--- src/rtl/fuse_pkg.sv ---
package fuse_pkg;
  localparam int NUM_WORDS   = 10;
  localparam int WORD_W      = 32;
  localparam int ADDR_W      = 4;
  localparam int SEL_W       = 4;
  localparam int PROG_CYCLES = 8;

  // register offsets
  localparam int OFF_DATA = 10;
  localparam int OFF_CMD  = 11;
  localparam int OFF_MASK = 12;
  localparam int OFF_STAT = 13;

  // status bit positions
  localparam int ST_BUSY   = 0;
  localparam int ST_ERR    = 1;
  localparam int ST_MASK   = 2;
  localparam int ST_SUPPLY = 3;

  typedef struct packed {
    logic loadData;
    logic latchCmd;
    logic commit;
    logic setMask;
  } fuseStrobe_t;
endpackage

--- src/rtl/fuse_ctrl.sv ---
module fuse_ctrl
  import fuse_pkg::*;
#(
  parameter int NUM_W   = NUM_WORDS,
  parameter int ADR_W   = ADDR_W,
  parameter int SL_W    = SEL_W,
  parameter int P_CYC   = PROG_CYCLES
) (
  input  logic              clk,
  input  logic              rstN,
  input  logic              supplyOk,
  input  logic              busWrEn,
  input  logic [ADR_W-1:0]  busAddr,
  input  logic [SL_W-1:0]   selIn,
  output fuseStrobe_t       strobe,
  output logic              busy,
  output logic              errFlag,
  output logic              maskLocked
);
  localparam int CNT_W = $clog2(P_CYC + 1);
  localparam logic [ADR_W-1:0] ADR_DATA = ADR_W'(OFF_DATA);
  localparam logic [ADR_W-1:0] ADR_CMD  = ADR_W'(OFF_CMD);
  localparam logic [ADR_W-1:0] ADR_MASK = ADR_W'(OFF_MASK);
  localparam logic [SL_W-1:0]  SEL_LIM  = SL_W'(NUM_W);

  logic [CNT_W-1:0] progCnt;
  logic wrCmd, selValid, accept, reject, commitNow, commitFail;

  assign busy       = (progCnt != '0);
  assign wrCmd      = busWrEn && (busAddr == ADR_CMD);
  assign selValid   = (selIn < SEL_LIM);
  assign accept     = wrCmd && !busy && supplyOk && selValid;
  assign reject     = wrCmd && !busy && (!supplyOk || !selValid);
  assign commitNow  = (progCnt == CNT_W'(1));
  assign commitFail = commitNow && !supplyOk;

  always_comb begin
    strobe          = '0;
    strobe.loadData = busWrEn && (busAddr == ADR_DATA);
    strobe.latchCmd = accept;
    strobe.commit   = commitNow && supplyOk;
    strobe.setMask  = busWrEn && (busAddr == ADR_MASK) && !maskLocked;
  end

  always_ff @(posedge clk or negedge rstN) begin
    if (!rstN) begin
      progCnt    <= '0;
      errFlag    <= 1'b0;
      maskLocked <= 1'b0;
    end else begin
      if (accept)
        progCnt <= CNT_W'(P_CYC);
      else if (busy)
        progCnt <= progCnt - 1'b1;
      if (reject || commitFail)
        errFlag <= 1'b1;
      if (strobe.setMask)
        maskLocked <= 1'b1;
    end
  end
endmodule

--- src/rtl/fuse_datapath.sv ---
module fuse_datapath
  import fuse_pkg::*;
#(
  parameter int NUM_W = NUM_WORDS,
  parameter int WD_W  = WORD_W,
  parameter int ADR_W = ADDR_W,
  parameter int SL_W  = SEL_W
) (
  input  logic                 clk,
  input  logic                 rstN,
  input  fuseStrobe_t          strobe,
  input  logic                 supplyOk,
  input  logic                 busy,
  input  logic                 errFlag,
  input  logic [ADR_W-1:0]     busAddr,
  input  logic [WD_W-1:0]      busWrData,
  output logic [WD_W-1:0]      busRdData,
  output logic [NUM_W*WD_W-1:0] fuseArray,
  output logic                 maskOn
);
  localparam logic [ADR_W-1:0] ADR_DATA = ADR_W'(OFF_DATA);
  localparam logic [ADR_W-1:0] ADR_MASK = ADR_W'(OFF_MASK);
  localparam logic [ADR_W-1:0] ADR_STAT = ADR_W'(OFF_STAT);

  logic [WD_W-1:0] dataReg;
  logic [WD_W-1:0] pendData;
  logic [SL_W-1:0] pendSel;

  always_ff @(posedge clk or negedge rstN) begin
    if (!rstN) begin
      dataReg  <= '0;
      pendData <= '0;
      pendSel  <= '0;
      maskOn   <= 1'b0;
    end else begin
      if (strobe.loadData) dataReg <= busWrData;
      if (strobe.latchCmd) begin
        pendData <= dataReg;
        pendSel  <= busWrData[SL_W-1:0];
      end
      if (strobe.setMask) maskOn <= busWrData[0];
    end
  end

  // one storage word per fuse row; programming can only set bits
  for (genvar g = 0; g < NUM_W; g++) begin : gWord
    logic [WD_W-1:0] wordQ;
    always_ff @(posedge clk or negedge rstN) begin
      if (!rstN)
        wordQ <= '0;
      else if (strobe.commit && (pendSel == SL_W'(g)))
        wordQ <= wordQ | pendData;
    end
    assign fuseArray[g*WD_W +: WD_W] = wordQ;
  end

  always_comb begin
    busRdData = '0;
    for (int i = 0; i < NUM_W; i++) begin
      if (busAddr == ADR_W'(i)) begin
        if (!supplyOk)
          busRdData = '1;
        else if (maskOn && (i != 0))
          busRdData = '0;
        else
          busRdData = fuseArray[i*WD_W +: WD_W];
      end
    end
    if (busAddr == ADR_DATA) busRdData = dataReg;
    if (busAddr == ADR_MASK) busRdData = {{(WD_W-1){1'b0}}, maskOn};
    if (busAddr == ADR_STAT) begin
      busRdData            = '0;
      busRdData[ST_BUSY]   = busy;
      busRdData[ST_ERR]    = errFlag;
      busRdData[ST_MASK]   = maskOn;
      busRdData[ST_SUPPLY] = supplyOk;
    end
  end
endmodule

--- src/rtl/fuse_bank.sv ---
module fuse_bank
  import fuse_pkg::*;
#(
  parameter int NUM_W = NUM_WORDS,
  parameter int WD_W  = WORD_W,
  parameter int ADR_W = ADDR_W,
  parameter int SL_W  = SEL_W,
  parameter int P_CYC = PROG_CYCLES
) (
  input  logic             clk,
  input  logic             rstN,
  input  logic             supplyOk,
  input  logic             busWrEn,
  input  logic [ADR_W-1:0] busAddr,
  input  logic [WD_W-1:0]  busWrData,
  output logic [WD_W-1:0]  busRdData
);
  fuseStrobe_t              strobe;
  logic                     busy;
  logic                     errFlag;
  logic                     maskLocked;
  logic                     maskOn;
  logic [NUM_W*WD_W-1:0]    fuseArray;

  fuse_ctrl #(
    .NUM_W(NUM_W), .ADR_W(ADR_W), .SL_W(SL_W), .P_CYC(P_CYC)
  ) u_ctrl (
    .clk(clk), .rstN(rstN), .supplyOk(supplyOk),
    .busWrEn(busWrEn), .busAddr(busAddr), .selIn(busWrData[SL_W-1:0]),
    .strobe(strobe), .busy(busy), .errFlag(errFlag), .maskLocked(maskLocked)
  );

  fuse_datapath #(
    .NUM_W(NUM_W), .WD_W(WD_W), .ADR_W(ADR_W), .SL_W(SL_W)
  ) u_dp (
    .clk(clk), .rstN(rstN), .strobe(strobe), .supplyOk(supplyOk),
    .busy(busy), .errFlag(errFlag), .busAddr(busAddr),
    .busWrData(busWrData), .busRdData(busRdData),
    .fuseArray(fuseArray), .maskOn(maskOn)
  );
endmodule

--- config.mk ---
export PLATFORM = sky130hd
export DESIGN_NAME = fuse_bank
export DESIGN_NICKNAME = d
export VERILOG_FILES = /design/src/rtl/fuse_pkg.sv /design/src/rtl/fuse_ctrl.sv /design/src/rtl/fuse_datapath.sv /design/src/rtl/fuse_bank.sv
export SDC_FILE = /design/constraint.sdc
export NUM_CORES = 1
export LEC_CHECK = 0
export ABC_AREA = 1
export BUFFER_PORTS_ARGS = -buffer_cell sky130_fd_sc_hd__buf_2
export CORE_ASPECT_RATIO = 0.9
export CORE_MARGIN = 8
export CORE_UTILIZATION = 55
export DETAILED_ROUTE_END_ITERATION = 8
export PLACE_DENSITY = 0.81
export SLEW_MARGIN = 30
export SYNTH_ARGS = -nofsm -noshare
export SYNTH_HDL_FRONTEND = slang
export SYNTH_HIERARCHICAL = 1
export SYNTH_SLANG_ARGS = --single-unit
--- constraint.sdc ---
create_clock -name clk -period 3.2 [get_ports clk]
set_clock_uncertainty 0.15 [all_clocks]
set_input_delay 0.32 -clock clk [delete_from_list [all_inputs] [get_ports clk]]
set_output_delay 0.32 -clock clk [all_outputs]
set_load 0.01 [all_outputs]
* Yosys cells after proc, flatten, opt, wreduce, memory -nomap -nowiden *
Index checks and enable logic that the tools add are counted.

cells by class
  reduce and logical (&&, ||, !) cells = 30
  equality and inequality tests = 23
  magnitude comparators = 1
  multiplexer cells = 34
  add/sub/neg operators = 1
  bitwise gates (word level) = 10

operators with widths
  kind                 number
  $mux 32              32
  $or 32x32->32        10
  $eq 4x3->1 const B   8
  $eq 4x4->1 const B   8
  $logic_and 1x1->1    20
  $eq 4x2->1 const B   4
  $eq 4x1->1 const B   3
  $logic_not 4->1      2
  $mux 4               2
  $logic_not 1->1      4
  $lt 4x4->1 const B   1
  $reduce_bool 4->1    1
  $sub 4x1->4 const B  1
  $logic_or 1x1->1     2
  $reduce_bool 2->1    1

word-level totals
  input bits = 40
  logic and storage cells = 116
  register bits = 395

* Logic depth before layout (Yosys ltp) *
  depth in word-level cells = 14
  depth in mapped cells = 24
  gate-level depth less buffers = 22

* Hierarchy *
The synthesis kept the hierarchy.

modules (own cells, without submodules)
  module         instances  cells each  area each (µm²)  seq. area each (µm²)
  fuse_datapath  1          2,377       18,723.0         9,734.3
  fuse_ctrl      1          56          416.6            150.1

* Least setup slack after synthesis *
No wires, ideal clock.

  kind = input to output
  start point = input port supplyOk
  end point = output port busRdData[9]
  stages = 24
  setup slack = 0.815 ns
  required time = 2.730 ns
  arrival time = 1.915 ns
  path through = buf_4 -> inv_2 -> buf_6 -> buf_2 -> a21oi_1 -> nand2_1 -> nand2_1 -> nand2_1 -> nand2_1 -> nand2_1 -> nand2_1 -> nand2_1 -> nand2_1 -> nand2_1 -> nand2_1 -> nand2_1 -> nand2_1 -> nand2_1 -> nand2_1 -> nand2_1 -> nand2_1 -> nand2_1 -> nand2_1 -> a21oi_1

between the ends
  longest elaborated chain between the ends = 14
  elaborated cells on any way between the ends = 23
  those cells by class = mux (23)

RTL lines
  what                   RTL line             RTL
  start, declared        fuse_bank.sv:12      input logic supplyOk,
  $mux 32                fuse_datapath.sv:61  if (!supplyOk)
  $mux 32 (9 in series)  fuse_datapath.sv:60  if (busAddr == ADR_W'(i)) begin
  $mux 32 (*)            fuse_datapath.sv:60
  $mux 32 (*)            fuse_datapath.sv:69  if (busAddr == ADR_DATA) busRdData = dataReg;
  $mux 32 (*)            fuse_datapath.sv:70  if (busAddr == ADR_MASK) busRdData = {{(WD_W-1){1'b0}}, maskOn};
  $mux 32 (*)            fuse_datapath.sv:71  if (busAddr == ADR_STAT) begin
  end, declared          fuse_bank.sv:16      output logic [WD_W-1:0] busRdData

Mark *: on every way between the ends. The rest lies on a longest branch, timed or not.

* Worst setup path in the final report *
  start point = register u_dp.maskOn
  end point = output port busRdData[26]

between the ends
  longest elaborated chain between the ends = 14
  elaborated cells on any way between the ends = 30
  those cells by class = mux (30)

RTL lines
  what                    RTL line             RTL
  start, declared         fuse_datapath.sv:19  output logic maskOn
  start signal, assigned  fuse_datapath.sv:41  if (strobe.setMask) maskOn <= busWrData[0];
  $mux 32                 fuse_datapath.sv:63  else if (maskOn && (i != 0))
  $mux 32                 fuse_datapath.sv:61
  $mux 32 (8 in series)   fuse_datapath.sv:60
  $mux 32 (*)             fuse_datapath.sv:60
  $mux 32 (*)             fuse_datapath.sv:69
  $mux 32 (*)             fuse_datapath.sv:70
  $mux 32 (*)             fuse_datapath.sv:71

Marked as above.

==> results.sh <==
export IMPL_status="complete, but fails checks"
export IMPL_failed_checks="setup timing"
export IMPL_antenna_found_initial=0
export IMPL_path_delay_family="simple AND/OR/NAND/NOR gates"
export IMPL_period_minus_slack_ns=3.287
export IMPL_ys_types=33
export IMPL_critical_path_class="reg -> out"
export IMPL_area_growth_pct=15.02
export IMPL_relSlewSlack=0.6058
export IMPL_dp_cells=2866
export IMPL_clk_insertion_delay_late_ns=0.53
export IMPL_grt_usage=0.2583
export IMPL_crit_path_cell_trace="inv_8 -> buf_12 -> a21oi_1 -> nand2_1 -> nand2_1 -> nand2_1 -> nand2_1 -> nand2_1 -> nand2_1 -> nand2_1 -> nand2_1 -> nand2_1 -> nand2_2 -> nand2_2 -> nand2_1 -> nand2_1 -> nand2_1 -> nand2_1 -> nand2_1 -> nand2_1 -> nand2_1 -> a21oi_2 -> buf_2"
export IMPL_netlist_top_cells_count="nand2_1 (669), o21ai_0 (541), dfrtp_1 (395)"
export IMPL_grt_max_degree=77
export IMPL_arrival_ns=2.82
export IMPL_cp_common_cell="nand2_1"
export IMPL_syn_area_um2=19140
export IMPL_grt_pass1_wl_mm=86.45
export IMPL_synth_warnings=6
export IMPL_ir_drop_uv=633.5
export IMPL_cts_buffer_depth=3
export IMPL_routed_wl_mm=53.38
export IMPL_yosys_area_top_type="dfrtp_1"
export IMPL_setup_slack_ns=-0.08706
export IMPL_syn_inst=2433
export IMPL_cp_max_fo=11
export IMPL_die_area_um2=41030
export IMPL_fmax_mhz=304.2
export IMPL_numCtsBuffers=41
export IMPL_yosysSeqAreaShare=0.5164
export IMPL_wire_per_inst_um=17.91
export IMPL_place_congestion=0.8447
export IMPL_cts_tree="yes"
export IMPL_max_cap_viol_count=0
export IMPL_endpoint_kind="primary output"
export IMPL_cp_required_ns=2.73
export IMPL_synth_top_cell_area_share=0.5164
export IMPL_hold_viol=0
export IMPL_critical_path_slowest_cell="dfrtp_4"
export IMPL_dp_hpwl_mm=32.38
export IMPL_cts_root_buffer="clkbuf_16"
export IMPL_initial_core_util=0.5524
export IMPL_critical_path_buf_inv_count=3
export IMPL_yosysMostFrequentCell="nand2_1"
export IMPL_syn_mean_instance_area_um2=7.867
export IMPL_vias_per_cell=5.733
export IMPL_synth_area_leaders="dfrtp_1 (52%), o21ai_0 (14%), nand2_1 (13%)"
export IMPL_rsz0062_at_grt="yes"
export IMPL_dr_pass1_iters=7
export IMPL_antenna_cells=0
export IMPL_drtIter0Drc=2221
export IMPL_drc_errors=0
export IMPL_port_buffers=71
export IMPL_hold_path_class="in -> reg"
export IMPL_startpoint_type="flip-flop"
export IMPL_fin_hold_ws_ns=0.01799
export IMPL_core_area_um2=34650
export IMPL_drtAntennaViolNets=0
export IMPL_drive_above_1_share=0.1338
export IMPL_die_w_um=212.6
export IMPL_synth_edf_count=0
export IMPL_clock_sinks=395
export IMPL_core_rowCount=65
export IMPL_fin_crit_sh=1.027
export IMPL_grt_pass1_vias=16710
export IMPL_path_clk_slew_ns=0.06
export IMPL_p_leak_nw=11.92
export IMPL_final_nets=2523
export IMPL_max_slew_worst_pin_slew_ns=0.5860
export IMPL_p_per_area_nw_per_um2=522.5
export IMPL_htree_levels=2
export IMPL_ios=72
export IMPL_slew_viol_final=0
export IMPL_chipHeight_um=193.0
export IMPL_cp_slowest_stage_delay_ns=0.55
export IMPL_async_flop_share=1.000
export IMPL_finalPower_w=0.01150
export IMPL_synth_ff_type="dfrtp_1"
export IMPL_synth_seq_cells=395
export IMPL_vias=17080
export IMPL_final_cells=2980
export IMPL_syn_nets=2475
export IMPL_setup_viol=25
export IMPL_gr_total_overflow=0
-- power breakdown --
group          total [W]  internal (W)  switching (W)
clock            0.00459       0.00266        0.00193
combinational    0.00157      0.000500        0.00107
sequential       0.00533       0.00520       0.000135
-- logic make-up (layout without fill, tap and decap cells) --
group,count (synthesis),after routing,share of synthesized area
fa+ha+maj,2,2,0.001307
simple gates,796,796,0.1652
flops,395,395,0.5164
compound gates,690,690,0.1915
mux,28,28,0.01647
buf+inv,522,600,0.1091
-- per-stage QoR --
step           utilization  setup WS, ns  instance area (um^2)  setup TNS (ns)
6_report            0.6354      -0.08706                 22010         -0.8903
5_1_grt             0.6354       -0.2983                 22010          -6.896
4_1_cts             0.6299      -0.05741                 21820         -0.2829
3_5_place_dp        0.5771        0.1537                 19990               0
3_3_place_gp        0.5771        0.2219                 19990               0
2_1_floorplan            -        0.8149                 19140               0
-- layout make-up --
class	instances	area (um^2)
clock buffer	66	1242
clock inverter	7	50.05
fill	2717	12630
inverter	343	1297
multi-input combinational	1516	7342
sequential	395	9888
tap	469	586.8
timing repair buffer	184	1608
-- routing by layer --
metal,GRT usage,wire length (um),vias to the layer above
li1,-,-,7744
met1,0.3631,22050,8218
met2,0.4039,24270,982
met3,0.04767,5614,139
met4,0.08329,1440,0
met5,0,0,-
-- worst register-to-register path: cells and delay by family, from the launching register on --
family | cells | cell delay (ns)
flip-flops | 1 | 0.43
buffers and inverters | 1 | 0.35
AO/OA/AOI/OAI | 1 | 0.29
AND/OR/NAND/NOR | 4 | 1.06
-- final timing paths --
check,start,to,slack (ns),cells after the start
hold reg to reg,u_dp/gWord[3].wordQ[11],u_dp/gWord[3].wordQ[11],0.30,2
min in group asynchronous,rstN,u_dp/gWord[5].wordQ[14],0.21,2
setup reg to reg,u_ctrl/progCnt[3],u_dp/gWord[9].wordQ[22],0.83,6
hold / removal,busAddr[3],u_ctrl/maskLocked,0.02,3
max in group asynchronous,rstN,u_dp/gWord[1].wordQ[22],1.73,4
setup / recovery,u_dp/maskOn,busRdData[26],-0.09,23
-- registers in the layout, summed over array words and instances, names as in the netlist --
name,count
u_dp/maskOn,1
u_dp/pendData,32
u_dp/pendSel,4
u_ctrl/maskLocked,1
u_ctrl/errFlag,1
u_ctrl/progCnt,4
u_dp/gWord.wordQ,320
u_dp/dataReg,32
-- what timing repair did --
action	4_1_cts	5_1_grt
hold buffers	35	0
cloned	3	2
hold endpoints to repair	95	0
buffers inserted	0	1
resized for setup	26	47
pin swaps	2	13
setup endpoints to repair	32	32
-- cell usage in the layout (no fill, tap or decap), types with 5 or more instances in the layout --
cell type,Yosys,layout
a21oi_1,46,33
a21oi_2,20,31
buf_12,0,13
buf_2,32,70
buf_4,11,56
clkbuf_1,129,15
clkbuf_16,0,45
clkbuf_8,0,8
clkinv_2,0,5
dfrtp_1,395,394
dlygate4sd3_1,0,35
inv_1,331,330
inv_2,11,11
mux2_2,28,28
nand2_1,669,644
nand2_2,0,25
nand3_1,46,45
nor2_1,57,57
nor2_2,6,6
nor2_4,5,5
o21ai_0,541,534
o21ai_1,30,30
o21ai_2,0,7
o21bai_1,47,47
Note: power is estimated with default switching activity, not from simulation.
